<file path="config.mk">
export PLATFORM = sky130hd
export DESIGN_NAME = lane_dup_cmp
export DESIGN_NICKNAME = d
export VERILOG_FILES = /design/src/rtl/lane_dup_cmp.sv
export SDC_FILE = /design/constraint.sdc
export NUM_CORES = 1
export LEC_CHECK = 0
export BUFFER_PORTS_ARGS = -buffer_cell sky130_fd_sc_hd__buf_2
export CAP_MARGIN = 5
export CORE_UTILIZATION = 50
export DETAILED_ROUTE_END_ITERATION = 12
export HOLD_SLACK_MARGIN = 0.12
export PLACE_DENSITY_LB_ADDON = 0.3
export SYNTH_ARGS = -nofsm -noshare
export SYNTH_HDL_FRONTEND = slang
export SYNTH_SLANG_ARGS = --single-unit
</file>
<file path="constraint.sdc">
create_clock -name clk_i -period 0.8 [get_ports clk_i]
set_input_delay 0.16 -clock clk_i [delete_from_list [all_inputs] [get_ports clk_i]]
set_output_delay 0.16 -clock clk_i [all_outputs]
set_load 0.1 [all_outputs]
</file>
<file path="src/rtl/lane_dup_cmp.sv">
module lane_dup_cmp #(
  parameter int LANES = 4,
  parameter int WIDTH = 32,
  localparam int LW = (LANES > 1) ? $clog2(LANES) : 1
) (
  input  logic                        clk_i,
  input  logic                        rst_ni,
  input  logic                        valid_i,
  input  logic [LANES-1:0]            paired_i,
  input  logic [LANES-1:0][LW-1:0]    partner_i,
  input  logic [LANES-1:0][WIDTH-1:0] res_i,
  output logic                        chk_valid_o,
  output logic [LANES-1:0]            checked_o,
  output logic [LANES-1:0]            error_o
);
  logic [LANES-1:0] mism;

  for (genvar i = 0; i < LANES; i++) begin : g_cmp
    assign mism[i] = paired_i[i] && (res_i[i] != res_i[partner_i[i]]);
  end

  always_ff @(posedge clk_i or negedge rst_ni) begin
    if (!rst_ni) begin
      chk_valid_o <= 1'b0;
      checked_o   <= '0;
      error_o     <= '0;
    end else begin
      chk_valid_o <= valid_i;
      checked_o   <= valid_i ? paired_i : '0;
      error_o     <= valid_i ? mism : '0;
    end
  end

  AST_ERR_IN_CHECKED: assert property (@(posedge clk_i) disable iff (!rst_ni)
    (error_o & ~checked_o) == '0);
  AST_IDLE_QUIET: assert property (@(posedge clk_i) disable iff (!rst_ni)
    !chk_valid_o |-> (checked_o == '0 && error_o == '0));
endmodule

</file>
==> results.md <==
* Status: finished, violations left
* Failing checks: setup timing
* Clock transition at path regs at 50 ps
* P_leak at 3.33 nW
* CTS tree: yes
* Largest net degree at the start of global routing at 12
* Die area at 8820 um2
* Finished Cell Area at 7100 um2
* Routed Antenna Nets at 0
* Die Width at 93.9 um
* RSZ-0062 raised after global routing: yes
* DRT Pass-1 Iters at 6
* Asr flop ratio synth at 100%
* Crit path kind: in2reg
* CTS Root Cell: clkbuf_8
* IO Port Bufs at 151
* Max Slew Vio Count at 0
* Post-synth EDFFs at 0
* I/O pin count at 152
* Gpl congestion at 1.04
* Core area at 8180 um2
* CP endpoint kind: register
* Top_reg_cell synth: dfrtp_1
* Min cycle time layout at 1710 ps
* Hold depth at 3
* Cell Area, Synth at 4220 um2
* Congestion Overflow GR at 0
* Via-per-instance ratio at 6.29
* Initial antenna violation count at 0
* Total vias in the final route at 5871
* Final setup margin at -911 ps
* Internal power at 3.09 mW
* Synth warn at 0
* Drt wl/cell at 24.2 um
* Critical Path RT at 900 ps
* Syn Inst Count at 512
* Sequential share of the synthesized area at 5.33%
* Final Cycle Share at 214%
* Starting DRT DRC Count at 483
* Worst slack at placement at -1250 ps
* Dominant cells by area after synthesis: mux2i_1, xnor2_1, xor2_1
* Vias in the first global route at 5773
* Count of different cell masters after synthesis at 46
* Setup violations, final at 13
* Largest area contributor in the netlist: mux2i_1
* Peak Freq at 584 MHz
* # rows at 33
* Critical Path AT at 1810 ps
* Switch Pwr at 2.74 mW
* Synth Register Bits at 9
* Clock share of power at 9.6%
* Die Ht at 93.9 um
* NumNets Final at 973
* Synth-to-Final Area Change at 68.1%
* Layout cell share with drive strength beyond 1 at 46.9%
* HP Class: in2reg
* Final Hold Viols at 0
* VDD IR-drop max at 558 uV
* Crit start category: input pin
* Clk sink count at 9
* Post-DP Area at 6520 um2
* Syn Area/Cell at 8.25 um2
* Num CTS Buffers at 3
* Max-cap violations at 0
* Slew @ Worst Pin at 601 ps
* Post-synth top area share at 26.5%
* H-tree levels at 1
* Gate power share at 81.5%
* Starting Density at 51.7%
* Relative slew slack at 59.9%
* Pwr/cell area at 822 nW/um2
* Antenna diodes at 0
* Switching Share at 47.0%
* Most common cell after layout, fill and taps aside: buf_4
* Maximum clock path buffer count at 2
* Global Route Usage Sum at 46.8%
* Post-Route WL at 22600 um
* Number of remaining DRC errors at 0
* Syn nets at 655
* Global-route wire length before repair at 30700 um
* Max FO, Critical Path at 7
* DP HPWL at 17000 um
* Sequential share of power at 8.9%
* Most frequent cells in the layout: buf_4, buf_2, xnor2_1
[final timing paths]
kind / slack [ps] / start / endpoint
min in group asynchronous: 340 / rst_ni / checked_o[1]$_DFF_PN0_
setup / recovery: -910 / partner_i[0] / error_o[0]$_DFF_PN0_
hold / removal: 130 / paired_i[0] / checked_o[0]$_DFF_PN0_
max in group asynchronous: 220 / rst_ni / checked_o[3]$_DFF_PN0_
[worst max-delay path, stage by stage]
cell and delay (ps):
buf_12 90, buf_12 140, buf_6 120, mux2i_1 200, xnor2_1 90, nor4_1 350
nand4_1 210, o31ai_1 290, a41oi_1 150
[repair_timing]
item	4_1_cts	5_1_grt
resized for setup	22	56
cloned	3	0
setup endpoints to repair	13	13
setup buffers	3	9
hold endpoints to repair	10	0
pin swaps	16	22
hold buffers	2	0
[flip-flops by register name, summed over array words and instances, names as in the netlist]
name	count
checked_o	4
chk_valid_o	1
error_o	4
[per-stage QoR]
step                power, mW  utilization, %  hold slack, ps  TNS [ps]  cells
CTS                      5.39            82.8             141     -5220    925
global placement         4.61            79.8            38.4     -4450    913
finish                   5.84            86.8             135     -5550    934
detailed placement       4.68            79.8            39.1     -4490    913
global route             5.97            86.8             139     -5620    934
floorplan                2.58               -            -136     -2650    512
[final cells by class]
type / count / area, um2
clock buffers: 4 / 45.0
fillers: 481 / 1080
inverters: 21 / 81.3
multi-input cells: 451 / 3950
flip-flops and latches: 9 / 259
well taps: 105 / 131
repair buffers: 344 / 2630
[cells in the mapped netlist (2+ instances only)]
master and number:
a21boi_0 2, a21oi_1 6, a221oi_1 4, a222oi_1 2, a22oi_1 3, a2bb2oi_1 2, a31oi_1 5, a41oi_1 3
and2_1 2, buf_2 8, buf_4 4, buf_6 3, clkbuf_1 15, dfrtp_1 9, inv_1 21, mux2i_1 112
nand2_1 6, nand2b_1 2, nand3_1 9, nand4_1 21, nor2_1 6, nor2b_1 5, nor3_1 11, nor4_1 20
o2111ai_1 3, o21ai_0 9, o221ai_1 2, o22ai_1 7, o2bb2ai_1 4, o32ai_1 2, o41ai_1 2, xnor2_1 125
xor2_1 64
[power groups by stage]
stage	combinational (mW)	sequential, mW	clock (mW)
floorplan	1.89	0.693	0
global placement	4.08	0.526	0
detailed placement	4.15	0.526	0
CTS	4.32	0.518	0.559
global route	4.88	0.519	0.573
finish	4.76	0.518	0.561
[layer usage]
metal | track usage, % | wire length [um] | up-vias | share of wire (%)
met4 | 31.4 | 1980 | 0 | 8.8
met2 | 78.6 | 10200 | 510 | 45
met5 | 0 | 0 | - | 0
li1 | - | - | 2493 | -
met1 | 52.7 | 7770 | 2694 | 34
met3 | 10.4 | 2680 | 174 | 12
[cells by family after synthesis]
kind of cell / Yosys count / synth area share, %
buffers and inverters: 52 / 6.13
xor gates and xnor gates: 189 / 39.2
and+or+nand+nor: 83 / 11.0
AOI/OAI and AO/OA: 66 / 11.5
DFF: 9 / 5.33
muxes: 113 / 26.8
(Power assumes the default switching activity.)
